**config.mk**
```make
export PLATFORM = sky130hd
export DESIGN_NAME = mmu_ctrl_regs
export DESIGN_NICKNAME = d
export VERILOG_FILES = /design/src/rtl/mmu_regs_pkg.sv /design/src/rtl/mmu_reg_decode.sv /design/src/rtl/mmu_reg_bank.sv /design/src/rtl/mmu_side_fx.sv /design/src/rtl/mmu_ctrl_regs.sv
export SDC_FILE = /design/constraint.sdc
export NUM_CORES = 1
export LEC_CHECK = 0
export BUFFER_PORTS_ARGS = -buffer_cell sky130_fd_sc_hd__buf_4
export CORE_ASPECT_RATIO = 0.8
export CORE_UTILIZATION = 25
export CTS_CLUSTER_SIZE = 20
export DETAILED_ROUTE_END_ITERATION = 10
export MAX_ROUTING_LAYER = met4
export PLACE_DENSITY = 0.46
export SLEW_MARGIN = 20
export SYNTH_ARGS = -nofsm -noshare
export SYNTH_HDL_FRONTEND = slang
export SYNTH_SLANG_ARGS = --single-unit
export TNS_END_PERCENT = 100
```
**constraint.sdc**
```tcl
create_clock -name clk_i -period 1.8 [get_ports clk_i]
set_input_delay 0.36 -clock clk_i [delete_from_list [all_inputs] [get_ports clk_i]]
set_output_delay 0.36 -clock clk_i [all_outputs]
set_load 0.02 [all_outputs]
```
**src/rtl/mmu_regs_pkg.sv**
```systemverilog
package mmu_regs_pkg;
  localparam int NUM_REGS = 9;
  localparam int IDX_W    = $clog2(NUM_REGS);

  localparam logic [1:0] SZ_WORD = 2'd2;

  typedef enum logic [IDX_W-1:0] {
    REG_MMU_CTL    = 4'd0,
    REG_PTE_HI     = 4'd1,
    REG_PTE_LO     = 4'd2,
    REG_PTE_ASSIST = 4'd3,
    REG_TT_BASE    = 4'd4,
    REG_EXC_ADDR   = 4'd5,
    REG_TRAP_CODE  = 4'd6,
    REG_EXC_EVT    = 4'd7,
    REG_INT_EVT    = 4'd8
  } reg_idx_e;
endpackage

```
**src/rtl/mmu_reg_decode.sv**
```systemverilog
module mmu_reg_decode
  import mmu_regs_pkg::*;
#(
  parameter int ADDR_W = 8
) (
  input  logic [ADDR_W-1:0] addr_i,
  input  logic [1:0]        size_i,
  output logic              hit_o,
  output logic [IDX_W-1:0]  idx_o
);
  logic [ADDR_W-3:0] word_idx;
  assign word_idx = addr_i[ADDR_W-1:2];

  assign hit_o = (size_i == SZ_WORD) && (addr_i[1:0] == 2'b00)
              && (word_idx < (ADDR_W-2)'(NUM_REGS));
  assign idx_o = IDX_W'(word_idx);
endmodule

```
**src/rtl/mmu_reg_bank.sv**
```systemverilog
module mmu_reg_bank
  import mmu_regs_pkg::*;
#(
  parameter int DATA_W   = 32,
  parameter int TI_BIT   = 2,
  parameter int ASSIST_W = 4,
  parameter int EVT_W    = 11
) (
  input  logic              clk_i,
  input  logic              rst_ni,
  input  logic              wr_en_i,
  input  logic [IDX_W-1:0]  idx_i,
  input  logic [DATA_W-1:0] wdata_i,
  output logic [DATA_W-1:0] regs_o [NUM_REGS]
);
  localparam logic [DATA_W-1:0] ALL_MASK    = '1;
  localparam logic [DATA_W-1:0] CTL_MASK    = ~(DATA_W'(1) << TI_BIT);
  localparam logic [DATA_W-1:0] ASSIST_MASK = {{(DATA_W-ASSIST_W){1'b0}}, {ASSIST_W{1'b1}}};
  localparam logic [DATA_W-1:0] EVT_MASK    = {{(DATA_W-EVT_W){1'b0}}, {EVT_W{1'b1}}};

  function automatic logic [DATA_W-1:0] keep_mask(int i);
    case (i)
      int'(REG_MMU_CTL):    return CTL_MASK;
      int'(REG_PTE_ASSIST): return ASSIST_MASK;
      int'(REG_TRAP_CODE),
      int'(REG_EXC_EVT),
      int'(REG_INT_EVT):    return EVT_MASK;
      default:              return ALL_MASK;
    endcase
  endfunction

  for (genvar g = 0; g < NUM_REGS; g++) begin : g_reg
    localparam logic [DATA_W-1:0] MASK = keep_mask(g);
    always_ff @(posedge clk_i or negedge rst_ni) begin
      if (!rst_ni)                                regs_o[g] <= '0;
      else if (wr_en_i && idx_i == IDX_W'(g))     regs_o[g] <= wdata_i & MASK;
    end
  end
endmodule

```
**src/rtl/mmu_side_fx.sv**
```systemverilog
module mmu_side_fx
  import mmu_regs_pkg::*;
#(
  parameter int DATA_W = 32,
  parameter int ASID_W = 8,
  parameter int TI_BIT = 2
) (
  input  logic              clk_i,
  input  logic              rst_ni,
  input  logic              wr_en_i,
  input  logic [IDX_W-1:0]  idx_i,
  input  logic [DATA_W-1:0] wdata_i,
  input  logic [ASID_W-1:0] cur_asid_i,
  output logic              inval_o,
  output logic              flush_o
);
  always_ff @(posedge clk_i or negedge rst_ni) begin
    if (!rst_ni) begin
      inval_o <= 1'b0;
      flush_o <= 1'b0;
    end else begin
      inval_o <= wr_en_i && idx_i == REG_MMU_CTL && wdata_i[TI_BIT];
      // compare against the value held before this write lands
      flush_o <= wr_en_i && idx_i == REG_PTE_HI
              && wdata_i[ASID_W-1:0] != cur_asid_i;
    end
  end


  no_dual_pulse_chk: assert property (@(posedge clk_i) disable iff (!rst_ni)
    !(inval_o && flush_o));
endmodule

```
**src/rtl/mmu_ctrl_regs.sv**
```systemverilog
module mmu_ctrl_regs
  import mmu_regs_pkg::*;
#(
  parameter int DATA_W   = 32,
  parameter int ADDR_W   = 8,
  parameter int ASID_W   = 8,
  parameter int TI_BIT   = 2,
  parameter int ASSIST_W = 4,
  parameter int EVT_W    = 11
) (
  input  logic              clk_i,
  input  logic              rst_ni,
  input  logic              req_i,
  input  logic              we_i,
  input  logic [ADDR_W-1:0] addr_i,
  input  logic [1:0]        size_i,
  input  logic [DATA_W-1:0] wdata_i,
  output logic [DATA_W-1:0] rdata_o,
  output logic              tlb_inval_o,
  output logic              tlb_flush_o,
  output logic              err_o
);
  localparam logic [ADDR_W-1:0] CTL_OFF    = '0;
  localparam logic [ADDR_W-1:0] PTE_HI_OFF = ADDR_W'(4 * int'(REG_PTE_HI));
  localparam logic [ADDR_W-1:0] TRAP_OFF   = ADDR_W'(4 * int'(REG_TRAP_CODE));

  logic              hit;
  logic [IDX_W-1:0]  idx;
  logic              wr_en;
  logic [DATA_W-1:0] regs [NUM_REGS];
  logic [DATA_W-1:0] rd_val;

  mmu_reg_decode #(.ADDR_W(ADDR_W)) u_dec (
    .addr_i (addr_i),
    .size_i (size_i),
    .hit_o  (hit),
    .idx_o  (idx)
  );

  assign wr_en = req_i && we_i && hit;

  mmu_reg_bank #(
    .DATA_W(DATA_W), .TI_BIT(TI_BIT), .ASSIST_W(ASSIST_W), .EVT_W(EVT_W)
  ) u_bank (
    .clk_i   (clk_i),
    .rst_ni  (rst_ni),
    .wr_en_i (wr_en),
    .idx_i   (idx),
    .wdata_i (wdata_i),
    .regs_o  (regs)
  );

  mmu_side_fx #(.DATA_W(DATA_W), .ASID_W(ASID_W), .TI_BIT(TI_BIT)) u_fx (
    .clk_i      (clk_i),
    .rst_ni     (rst_ni),
    .wr_en_i    (wr_en),
    .idx_i      (idx),
    .wdata_i    (wdata_i),
    .cur_asid_i (regs[int'(REG_PTE_HI)][ASID_W-1:0]),
    .inval_o    (tlb_inval_o),
    .flush_o    (tlb_flush_o)
  );

  always_comb begin
    rd_val = '0;
    for (int i = 0; i < NUM_REGS; i++)
      if (hit && idx == IDX_W'(i)) rd_val = regs[i];
  end

  always_ff @(posedge clk_i or negedge rst_ni) begin
    if (!rst_ni) begin
      rdata_o <= '0;
      err_o   <= 1'b0;
    end else if (req_i) begin
      if (!we_i) rdata_o <= rd_val;
      if (!hit)  err_o   <= 1'b1;
    end
  end


  ti_reads_zero_chk: assert property (@(posedge clk_i) disable iff (!rst_ni)
    (req_i && !we_i && size_i == SZ_WORD && addr_i == CTL_OFF) |=> !rdata_o[TI_BIT]);


  trap_narrow_chk: assert property (@(posedge clk_i) disable iff (!rst_ni)
    (req_i && !we_i && size_i == SZ_WORD && addr_i == TRAP_OFF) |=> rdata_o[DATA_W-1:EVT_W] == '0);


  err_sticky_chk: assert property (@(posedge clk_i) disable iff (!rst_ni)
    err_o |=> err_o);


  bad_size_read_chk: assert property (@(posedge clk_i) disable iff (!rst_ni)
    (req_i && !we_i && size_i != SZ_WORD) |=> rdata_o == '0);


  flush_source_chk: assert property (@(posedge clk_i) disable iff (!rst_ni)
    tlb_flush_o |-> $past(req_i && we_i && size_i == SZ_WORD && addr_i == PTE_HI_OFF));


  inval_source_chk: assert property (@(posedge clk_i) disable iff (!rst_ni)
    tlb_inval_o |-> $past(req_i && we_i && size_i == SZ_WORD && addr_i == CTL_OFF && wdata_i[TI_BIT]));
endmodule

```
==> run metrics, run 1 <==
share of flip-flops with an asynchronous set or reset=between 90% and 100%; width of the chip=~230 um; Synth Register Bits=231; number of hold-repair buffers added at the cts stage=1; H-tree Lvls=1; post-synthesis cell type count=53; wire length of the first global-routing pass=about 48 mm; Synth Warn #=0; Syn Area/Cell=12.20 um2; area of the mapped netlist=approximately 0.011 mm2; sequential-to-total area share from yosys stat=54.86%; Yosys top cell area share=about 55%; run status=did not finish; Routability Congestion=~0.75; setup bufs post-CTS=0; stage where the flow stopped=detailed routing (5_2_route); Inst Count DP=about 1500; maximum number of pins on one net before global-route repair=67; initial cell density of the core=between 20% and 30%; buffer depth of the longest clock path=3; number of clock sinks seen by CTS=~230; HPWL after detailed placement=20.45 mm; number of primary I/O pins=81; number of input and output port buffers inserted=80; master cell of the clock root buffer=sky130_fd_sc_hd__clkbuf_16; error that ended the run=[ERROR DRT-0255] Maze Route cannot find path of net clk_i in worker of routeBox ( 193200 0 ) ( 231540 48300 ).; nets in the synthesized netlist=between 900 and 1000; total CTS buffers=27; all-layer global routing usage=14.76%; Congestion Overflow GR=0; number of enable flip-flop cells after synthesis=0; cell types occupying the most area after synthesis=sky130_fd_sc_hd__dfrtp_1, sky130_fd_sc_hd__mux2_2, sky130_fd_sc_hd__o21ai_0; via count of the first global-routing pass=7700; post-synthesis cell type with the largest combined area=sky130_fd_sc_hd__dfrtp_1; count of instances resized after the clock tree is built=0; most instantiated flip-flop cell in the synthesis netlist=sky130_fd_sc_hd__dfrtp_1; antenna violations before repair=0; site row count=66; Cells after Synth=roughly 860; height of the die=185.6 um
[kinds of logic after synthesis]
family	share of synthesized area [%]
AOI/OAI and AO/OA	8.953
xor gates and xnor gates	0.6650
buffers and inverters	3.135
DFF	54.86
muxes	24.29
and+or+nand+nor	8.098
[cell usage after synthesis (2+ instances only)]
master                     number
sky130_fd_sc_hd__nor4_4         4
sky130_fd_sc_hd__buf_4          8
sky130_fd_sc_hd__o21a_1         3
sky130_fd_sc_hd__nor2_1        63
sky130_fd_sc_hd__dfrtp_1      231
sky130_fd_sc_hd__nand3_1        6
sky130_fd_sc_hd__a21oi_1       30
sky130_fd_sc_hd__inv_1          3
sky130_fd_sc_hd__mux2_1        18
sky130_fd_sc_hd__nor4_1         2
sky130_fd_sc_hd__mux2i_1       24
sky130_fd_sc_hd__o21ai_0       73
sky130_fd_sc_hd__a32oi_1        2
sky130_fd_sc_hd__a221o_1        5
sky130_fd_sc_hd__nor3_4         2
sky130_fd_sc_hd__nor2b_1        6
sky130_fd_sc_hd__o221ai_1       4
sky130_fd_sc_hd__a31oi_1        2
sky130_fd_sc_hd__xor2_1         8
sky130_fd_sc_hd__nand2b_1       2
sky130_fd_sc_hd__or3_1          2
sky130_fd_sc_hd__buf_1          3
sky130_fd_sc_hd__and2_1         2
sky130_fd_sc_hd__buf_6          3
sky130_fd_sc_hd__a21o_1         2
sky130_fd_sc_hd__mux2_2       186
sky130_fd_sc_hd__nor3_1        12
sky130_fd_sc_hd__a22oi_1        8
sky130_fd_sc_hd__buf_2         21
sky130_fd_sc_hd__a311oi_1       2
sky130_fd_sc_hd__nand2_1       61
sky130_fd_sc_hd__o21ai_1        3
sky130_fd_sc_hd__a221oi_1       7
sky130_fd_sc_hd__o22ai_1        9
sky130_fd_sc_hd__clkbuf_1      29
[metrics by stage]
step           hold slack [ps]  worst slack, ps  setup TNS [ps]  cell area (um2)
2_1_floorplan            64.41           -250.1          -22270            10880
3_3_place_gp             194.6           -375.4          -60780            12740
3_5_place_dp             192.4           -403.8          -64840            12740
4_1_cts                  52.27            176.6               0            13670
5_1_grt                  60.28            63.65               0            13670
[layer usage]
metal and track usage, %:
met4 2.947, met2 21.57, met5 -, met3 2.512, met1 21.31
==> run 2: changes to the inputs <==
--- a/config.mk
+++ b/config.mk
@@ -6,12 +6,9 @@
 export NUM_CORES = 1
 export LEC_CHECK = 0
 export BUFFER_PORTS_ARGS = -buffer_cell sky130_fd_sc_hd__buf_4
-export CORE_ASPECT_RATIO = 0.8
-export CORE_UTILIZATION = 25
-export CTS_CLUSTER_SIZE = 20
+export CORE_UTILIZATION = 20
 export DETAILED_ROUTE_END_ITERATION = 10
-export MAX_ROUTING_LAYER = met4
-export PLACE_DENSITY = 0.46
+export PLACE_DENSITY_LB_ADDON = 0.15
 export SLEW_MARGIN = 20
 export SYNTH_ARGS = -nofsm -noshare
 export SYNTH_HDL_FRONTEND = slang
==> run metrics, run 2 <==
Max Clock Skew=34.41 ps; Synth Warn #=0; crit path time final=1674 ps; top achievable clock speed=0.5973 GHz; Internal Pwr Total=8.982 mW; number of endpoints failing setup at the final stage=0; cell types occupying the most area after synthesis=sky130_fd_sc_hd__dfrtp_1, sky130_fd_sc_hd__mux2_2, sky130_fd_sc_hd__o21ai_0; register share of total power=between 40% and 50%; height of the die=231.5 um; master cell of the clock root buffer=sky130_fd_sc_hd__clkbuf_16; Syn Area/Cell=12.20 um2; delay of the slowest critical-path stage=350 ps; post-route cell area=0.01399 mm2; DRT Pass-1 Iters=4; source of the worst register-to-register timing path=u_bank.regs_o[230]; clock latency reported for the late side of the worst-skew pair=between 500 and 600 ps; number of input and output port buffers inserted=80; initial cell density of the core=20.38%; cell with the most instances after synthesis=sky130_fd_sc_hd__dfrtp_1; most flop-heavy register=u_bank.regs_o; data required time at the worst endpoint=2240 ps; unrepaired setup endpoints after global routing=false; CP startpoint kind=input pin; area added between synthesis and finish=32.75%; area of the mapped netlist=0.01054 mm2; worst hold endpoint=u_bank.regs_o[286]; register-to-register setup slack=170 ps; logic depth of the worst register-to-register path=6; Core Region=0.05172 mm2; Routability Congestion=0.7416; wire length after detailed routing=33.17 mm; number of enable flip-flop cells after synthesis=0; layout cells sized above 1=43.24%; wire length of the first global-routing pass=51.11 mm; Fill cells=5404; Avg WL per Cell=19.25 um; net total in the final layout=approximately 1100; area after detailed placement=0.01301 mm2; number of flip-flops under the largest register name=around 200; all-layer global routing usage=12.61%; Core Util, Final=27.05%; summed negative setup slack over all endpoints=0 ps; total number of vias=about 7300; antenna violations before repair=2; share of flip-flops with an asynchronous set or reset=100.0%; # diodes=0; path class of the lowest-slack min-delay path=in -> reg; Max-slew headroom=69.47%; max-cap violation count=0; residual DRC count=0; clock-pin slew reported for the worst setup and hold paths after clock tree synthesis=approximately 60 ps; Final Hold Viols=0; mean number of vias per cell=roughly 4.3; via count of the first global-routing pass=7780; nets in the synthesized netlist=910; kind of critical path=in -> reg; maximum number of pins on one net before global-route repair=52; TritonCTS clock tree=done; Yosys top cell area share=54.86%; ordered cell list for the critical path=buf_4 -> nor4_4 -> buf_4 -> nand3_4 -> nor4_4 -> buf_4 -> mux2_2; crit path max fanout=10; crit share post-route=93.01%; Peak supply drop=roughly 0.0007 V; Largest regs=u_bank.regs_o: 196 flops, rdata_o: 32 flops; share of total power in combinational logic=6.4%; worst reg2reg path endpoint=rdata_o[6]; buffer depth of the longest clock path=3; Die Outline Area=0.05361 mm2; Worst path slowest cell=sky130_fd_sc_hd__mux2_2; site row count=83; most frequent cells after synthesis=sky130_fd_sc_hd__dfrtp_1, sky130_fd_sc_hd__mux2_2, sky130_fd_sc_hd__o21ai_0, sky130_fd_sc_hd__nor2_1, sky130_fd_sc_hd__nand2_1; Clk pwr share=49.1%; number of clock sinks seen by CTS=around 230; number of antenna-violating nets in the routed design=0; setup bufs post-CTS=0; sequential-to-total area share from yosys stat=54.86%; width of the chip=~230 um; HPWL after detailed placement=22.79 mm; Cells after Synth=864; leakage power=6.578 nW; number of primary I/O pins=81; run status=finished clean; sw frac=between 20% and 30%; commonest non-fill, non-tap cell in the layout=sky130_fd_sc_hd__dfrtp_1; power per standard cell area=846.2 mW/mm2; worst-margin pin slew=456.9 ps; Synth Register Bits=231; origin of the worst min-delay path=wdata_i[30]; number of instances on the worst hold path=2; total CTS buffers=30; total net switching power=2.855 mW; post-synthesis cell type with the largest combined area=sky130_fd_sc_hd__dfrtp_1; Final Max Tran Viols=0; arrival time at the worst endpoint=2110 ps; top library cells by usage in the layout, fill and taps aside=sky130_fd_sc_hd__dfrtp_1, sky130_fd_sc_hd__buf_4, sky130_fd_sc_hd__mux2_2, sky130_fd_sc_hd__o21ai_0, sky130_fd_sc_hd__mux2_4; kind of end point of the critical path=register; most instantiated flip-flop cell in the synthesis netlist=sky130_fd_sc_hd__dfrtp_1; post-synthesis cell type count=53; 1st-iter DRT viols=319; Congestion Overflow GR=0; H-tree Lvls=1; worst-case hold slack=56.94 ps; cell with the most instances on the worst path=sky130_fd_sc_hd__buf_4
run 2: cell counts after synthesis:
No cell type changed its count.
run 2: worst max-delay path, delay by kind of cell:
kind,cells,cell delay (ps)
and+or+nand+nor,3,780
muxes,1,350
buffers and inverters,3,610
run 2: kinds of logic (layout without fill, tap and decap cells):
kind of cell / count (synthesis) / count (layout) / synth area share (%)
compound gates: 158 / 158 / 8.953
xor+xnor: 8 / 8 / 0.6650
buf+inv: 67 / 246 / 3.135
flops: 231 / 231 / 54.86
mux: 229 / 229 / 24.29
simple gates: 171 / 171 / 8.098
run 2: final cells by class:
| type | count | area (um2) | area share [%] |
|---|---|---|---|
| clock buffer | 44 | 863.3 | 6.172 |
| clock inverter | 10 | 92.59 | 0.6619 |
| inverter | 3 | 11.26 | 0.08050 |
| multi-input combinational | 566 | 4720 | 33.74 |
| sequential | 231 | 5781 | 41.32 |
| tap | 680 | 850.8 | 6.082 |
| timing repair buffer | 189 | 1670 | 11.94 |
run 2: what timing repair did:
action	in CTS	in global routing
hold buffers	1	0
gates resized for setup	0	2
hold endpoints to repair	199	0
setup endpoints to repair	0	1
run 2: routing by layer:
metal | GRT usage (%) | vias up | part of all wire, %
li1 | - | 3430 | -
met1 | 17.57 | 3729 | 48
met2 | 20.10 | 114 | 46
met3 | 2.030 | 48 | 4.1
met4 | 3.413 | 2 | 1.9
met5 | 0 | - | 0.036
run 2: power by group through the flow:
stage | clock network, mW | logic [mW] | registers (mW)
3_3_place_gp | 0 | 0.783 | 5.36
2_1_floorplan | 0 | 0.272 | 5.37
6_report | 5.81 | 0.756 | 5.27
5_1_grt | 6.25 | 0.839 | 5.27
3_5_place_dp | 0 | 0.781 | 5.36
4_1_cts | 6.05 | 0.785 | 5.27
run 2: per-stage QoR:
step | setup WS, ps | power (mW) | instances
floorplan | -250.1 | 5.639 | 864
global placement | -462.6 | 6.146 | 1668
detailed placement | -458.9 | 6.146 | 1668
CTS | 129.6 | 12.10 | 1723
global route | 40.45 | 12.36 | 1723
finish | 125.9 | 11.84 | 1723
run 2: worst max-delay path by stage:
stage	from	to
2_1_floorplan	addr_i[7]	u_bank.regs_o[232]
3_3_place_gp	addr_i[7]	rdata_o[0]
3_5_place_dp	addr_i[7]	u_bank.regs_o[200]
4_1_cts	addr_i[7]	rdata_o[6]
5_1_grt	addr_i[7]	rdata_o[6]
6_report	addr_i[7]	u_bank.regs_o[200]
Note: power is estimated with default switching activity, not from simulation.
==> run 3: changes to the inputs <==
--- a/config.mk
+++ b/config.mk
@@ -7,8 +7,10 @@
 export LEC_CHECK = 0
 export BUFFER_PORTS_ARGS = -buffer_cell sky130_fd_sc_hd__buf_4
 export CORE_UTILIZATION = 20
+export CTS_CLUSTER_DIAMETER = 80
 export DETAILED_ROUTE_END_ITERATION = 10
 export PLACE_DENSITY_LB_ADDON = 0.15
+export REMOVE_ABC_BUFFERS = 1
 export SLEW_MARGIN = 20
 export SYNTH_ARGS = -nofsm -noshare
 export SYNTH_HDL_FRONTEND = slang
==> run metrics, run 3 (synthesis gave the netlist of run 2 again) <==
Peak supply drop=0.0006656 V; buffer depth of the longest clock path=3; ordered cell list for the critical path=buf_4 -> or4_1 -> nor2_1 -> buf_4 -> nand3_2 -> buf_12 -> mux2_1; sw frac=about a quarter; total net switching power=2.808 mW; Max Clock Skew=~12 ps; crit path time final=between 1500 and 2000 ps; site row count=83; critical path buffer and inverter count=3; run status=finished clean; clock-pin slew reported for the worst setup and hold paths after clock tree synthesis=60 ps; maximum number of pins on one net before global-route repair=about 50; layout cells sized above 1=around two fifths; Congestion Overflow GR=0; all-layer global routing usage=12.15%; Fill cells=5462; total number of vias=7219; area taken by flip-flops and latches=0.005781 mm2; Largest delay share family, worst path=simple AND/OR/NAND/NOR gates; HPWL after detailed placement=21.61 mm; 1st-iter DRT viols=267; Routability Congestion=0.7336; number of primary I/O pins=81; crit path max fanout=32; number of input and output port buffers inserted=80; height of the die=231.5 um; most flop-heavy register=u_bank.regs_o; smallest setup slack after layout=143.7 ps; Avg WL per Cell=18.60 um; arrival time at the worst endpoint=2100 ps; delay of the slowest critical-path stage=620 ps; kind of end point of the critical path=register; total CTS buffers=29; worst slack after detailed placement=-451.7 ps; register share of total power=44.8%; area added between synthesis and finish=28.77%; DRT Pass-1 Iters=4; antenna violations before repair=1; setup bufs post-CTS=0; residual DRC count=0; kind of critical path=in -> reg; Core Util, Final=between 20% and 30%; TritonCTS clock tree=done; Final Max Tran Viols=0; total area of multi-input combinational cells=roughly 0.0044 mm2; Final Hold Viols=0; Clk pwr share=roughly half; Max-slew headroom=67.18%; number of clock sinks seen by CTS=231; mean number of vias per cell=4.237; Die Outline Area=0.05361 mm2; max-cap violation count=0; initial cell density of the core=20.38%; unrepaired setup endpoints after global routing=false; net total in the final layout=1048; power per standard cell area=865.8 mW/mm2; number of flip-flops under the largest register name=~200; non-filler instance count after layout=1704; Internal Pwr Total=about 8.9 mW; Largest regs=u_bank.regs_o: 196 flops, rdata_o: 32 flops; via count of the first global-routing pass=7749; share of total power in combinational logic=6.3%; top achievable clock speed=roughly 0.6 GHz; CP startpoint kind=input pin; commonest non-fill, non-tap cell in the layout=sky130_fd_sc_hd__dfrtp_1; Worst path slowest cell=sky130_fd_sc_hd__or4_1; wire length of the first global-routing pass=49.80 mm; Inst Count DP=1650; worst-margin pin slew=491.3 ps; top library cells by usage in the layout, fill and taps aside=sky130_fd_sc_hd__dfrtp_1, sky130_fd_sc_hd__mux2_2, sky130_fd_sc_hd__buf_4, sky130_fd_sc_hd__o21ai_0, sky130_fd_sc_hd__nor2_1; number of antenna-violating nets in the routed design=0; H-tree Lvls=1; master cell of the clock root buffer=sky130_fd_sc_hd__clkbuf_16; wire length after detailed routing=31.70 mm; number of endpoints failing setup at the final stage=0; leakage power=6.407 nW; area after detailed placement=0.01261 mm2; clock latency reported for the late side of the worst-skew pair=570 ps; width of the chip=231.5 um; path class of the lowest-slack min-delay path=in -> reg; summed negative setup slack over all endpoints=0 ps; cell with the most instances on the worst path=sky130_fd_sc_hd__buf_4; data required time at the worst endpoint=2240 ps; Core Region=0.05172 mm2; post-route cell area=0.01357 mm2; crit share post-route=92.02%
[run 3: metal layers]
layer	track usage (%)	up-vias	share of wire, %
met3	1.944	40	3.7
met5	0	-	0
met4	2.817	0	2.1
met1	16.96	3687	49
li1	-	3385	-
met2	19.55	107	45
[run 3: worst paths after layout]
kind | from | cells after the start | to | slack, ps
max reg2reg | u_bank.regs_o[234] | 5 | rdata_o[10] | 210
min reg2reg | err_o | 1 | err_o | 450
min | wdata_i[31] | 2 | u_bank.regs_o[127] | 50
min in group asynchronous | rst_ni | 2 | u_bank.regs_o[72] | 310
max in group asynchronous | rst_ni | 3 | u_bank.regs_o[41] | 850
max | addr_i[7] | 7 | u_bank.regs_o[133] | 140
[run 3: metrics by stage]
step | hold WS, ps | total power, mW
floorplan | 64.41 | 5.545
global placement | 306.2 | 6.126
detailed placement | 306.6 | 6.124
CTS | 21.06 | 11.99
global route | 35.92 | 12.26
finish | 48.28 | 11.75
[run 3: what timing repair did]
item,4_1_cts,5_1_grt
hold endpoints to repair,39,0
resized for setup,0,0
hold buffers,1,0
[run 3: layout make-up]
class                      instances  share of cell area, %
multi-input combinational        566                  32.76
antenna                            1                0.01844
tap                              680                  6.270
sequential                       231                  42.60
timing repair buffer             171                  11.29
clock inverter                     5                 0.3227
clock buffer                      47                  6.657
inverter                           3                0.08299
[run 3: power groups by stage]
stage	Clock [mW]	Sequential, mW	Combinational (mW)
final	5.74	5.27	0.740
after global routing	6.17	5.27	0.824
after CTS	5.95	5.27	0.769
after detailed placement	0	5.36	0.764
after global placement	0	5.36	0.768
after floorplan	0	5.37	0.178
==> run 4: changes to the inputs <==
--- a/config.mk
+++ b/config.mk
@@ -11,6 +11,7 @@
 export DETAILED_ROUTE_END_ITERATION = 10
 export PLACE_DENSITY_LB_ADDON = 0.15
 export REMOVE_ABC_BUFFERS = 1
+export SETUP_SLACK_MARGIN = 0.2
 export SLEW_MARGIN = 20
 export SYNTH_ARGS = -nofsm -noshare
 export SYNTH_HDL_FRONTEND = slang
==> run metrics, run 4 (synthesis gave the netlist of run 2 again) <==
height of the die=about 230 um; area added between synthesis and finish=30.80%; worst slack after detailed placement=-451.7 ps; site row count=83; kind of critical path=in -> reg; most flop-heavy register=u_bank.regs_o; Max-slew headroom=67.29%; Worst path slowest cell=sky130_fd_sc_hd__or4_4; net total in the final layout=1057; clock latency reported for the late side of the worst-skew pair=570 ps; 1st-iter DRT viols=259; worst-case hold slack=47.90 ps; number of instances on the worst hold path=2; via count of the first global-routing pass=7775; stages on the worst setup path=7; delay of the slowest critical-path stage=580 ps; Max Clock Skew=10.18 ps; number of clock sinks seen by CTS=approximately 230; area after detailed placement=0.01261 mm2; number of primary I/O pins=81; Final Max Tran Viols=0; antenna violations before repair=1; worst-margin pin slew=~490 ps; post-route cell area=0.01378 mm2; Largest regs=u_bank.regs_o: 196 flops, rdata_o: 32 flops; master cell of the clock root buffer=sky130_fd_sc_hd__clkbuf_16; top achievable clock speed=0.6284 GHz; max-cap violation count=0; maximum number of pins on one net before global-route repair=49; leakage power=6.508 nW; number of endpoints failing setup at the final stage=0; wire length after detailed routing=33.16 mm; buffer depth of the longest clock path=3; number of input and output port buffers inserted=80; power per standard cell area=853.6 mW/mm2; Routability Congestion=approximately 0.73; HPWL after detailed placement=21.61 mm; crit share post-route=88.41%; Congestion Overflow GR=0; Fill cells=between 5000 and 6000; crit path max fanout=16; Avg WL per Cell=19.36 um; mean number of vias per cell=4.249; Peak supply drop=0.0006655 V; ordered cell list for the critical path=buf_4 -> or4_4 -> nor2_4 -> buf_6 -> nand3_4 -> clkbuf_16 -> mux2_2; initial cell density of the core=20.38%; arrival time at the worst endpoint=around 2000 ps; width of the chip=231.5 um; residual DRC count=0; TritonCTS clock tree=done; layout cells sized above 1=42.34%; number of flip-flops under the largest register name=196; top library cells by usage in the layout, fill and taps aside=sky130_fd_sc_hd__dfrtp_1, sky130_fd_sc_hd__mux2_2, sky130_fd_sc_hd__buf_4, sky130_fd_sc_hd__o21ai_0, sky130_fd_sc_hd__nor2_1; data required time at the worst endpoint=2250 ps; total number of vias=between 7000 and 8000; crit path time final=1591 ps; number of antenna-violating nets in the routed design=0; critical path buffer and inverter count=3; all-layer global routing usage=12.16%; kind of end point of the critical path=register; Core Region=0.05172 mm2; Die Outline Area=~0.054 mm2; smallest setup slack after layout=208.7 ps; Largest delay share family, worst path=simple AND/OR/NAND/NOR gates; overall power consumption=11.77 mW; clock-pin slew reported for the worst setup and hold paths after clock tree synthesis=60 ps; total CTS buffers=29; commonest non-fill, non-tap cell in the layout=sky130_fd_sc_hd__dfrtp_1; DRT Pass-1 Iters=4; H-tree Lvls=1; Final Hold Viols=0; unrepaired setup endpoints after global routing=true; path class of the lowest-slack min-delay path=in -> reg; CP startpoint kind=input pin; run status=finished clean; logic depth of the worst register-to-register path=4; wire length of the first global-routing pass=49.85 mm
[run 4: cell count changes in the layout (fill, tap and decap cells not counted), moves of 2 or more]
cell,before,now
sky130_fd_sc_hd__clkbuf_16,29,33
sky130_fd_sc_hd__o22ai_2,0,3
sky130_fd_sc_hd__a221oi_1,7,4
sky130_fd_sc_hd__buf_6,0,3
sky130_fd_sc_hd__a22oi_1,8,6
sky130_fd_sc_hd__a22oi_2,0,2
sky130_fd_sc_hd__o22ai_1,9,6
sky130_fd_sc_hd__a221oi_2,0,3
[run 4: final cells by class]
cell class	instances	area, um2	share of cell area, %
Clock inverter	5	43.79	0.3177
Clock buffer	47	903.4	6.554
Sequential cell	231	5781	41.94
Multi-Input combinational cell	566	4518	32.78
Antenna cell	1	2.502	0.01816
Timing Repair Buffer	180	1673	12.14
Inverter	3	11.26	0.08170
Tap cell	680	850.8	6.173
[run 4: worst paths after layout]
check | to | slack (ps) | start
max | u_bank.regs_o[100] | 210 | addr_i[7]
min | u_bank.regs_o[127] | 50 | wdata_i[31]
max reg2reg | rdata_o[0] | 300 | u_bank.regs_o[224]
min reg2reg | err_o | 450 | err_o
max in group asynchronous | u_bank.regs_o[41] | 860 | rst_ni
min in group asynchronous | u_bank.regs_o[72] | 310 | rst_ni
[run 4: worst register-to-register path: stages (launching register included)]
cell	delay [ps]
sky130_fd_sc_hd__dfrtp_1	400
sky130_fd_sc_hd__mux4_2	470
sky130_fd_sc_hd__nor2b_1	170
sky130_fd_sc_hd__o221ai_2	210
sky130_fd_sc_hd__a22oi_1	120
[run 4: report_power, final]
| part | switching [mW] | internal [mW] | total, mW | leakage, nW |
|---|---|---|---|---|
| Clock | 2.34 | 3.41 | 5.75 | 0.470 |
| Sequential | 0.0251 | 5.24 | 5.27 | 3.21 |
| Combinational | 0.460 | 0.287 | 0.748 | 2.83 |
[run 4: stage by stage]
step / instances / util (%) / setup TNS, ps
after global placement: 1650 / 24.38 / -88070
final: 1713 / 26.65 / 0
after global routing: 1712 / 26.65 / 0
after CTS: 1704 / 26.27 / 0
after floorplan: 800 / - / -184410
after detailed placement: 1650 / 24.38 / -87270
[run 4: what timing repair did]
| action | in CTS | in global routing |
|---|---|---|
| gates cloned | 0 | 5 |
| pin swaps | 1 | 6 |
| hold buffers | 1 | 0 |
| buffers inserted | 1 | 3 |
| gates resized for setup | 3 | 16 |
| endpoints found under the setup margin | 64 | 78 |
| hold endpoints to repair | 39 | 0 |
[run 4: per-layer routing]
metal,share of wire (%),vias up,track usage [%]
li1,-,3415,-
met1,49,3716,16.95
met2,45,106,19.58
met3,3.2,41,1.944
met4,1.9,0,2.817
met5,0,-,0
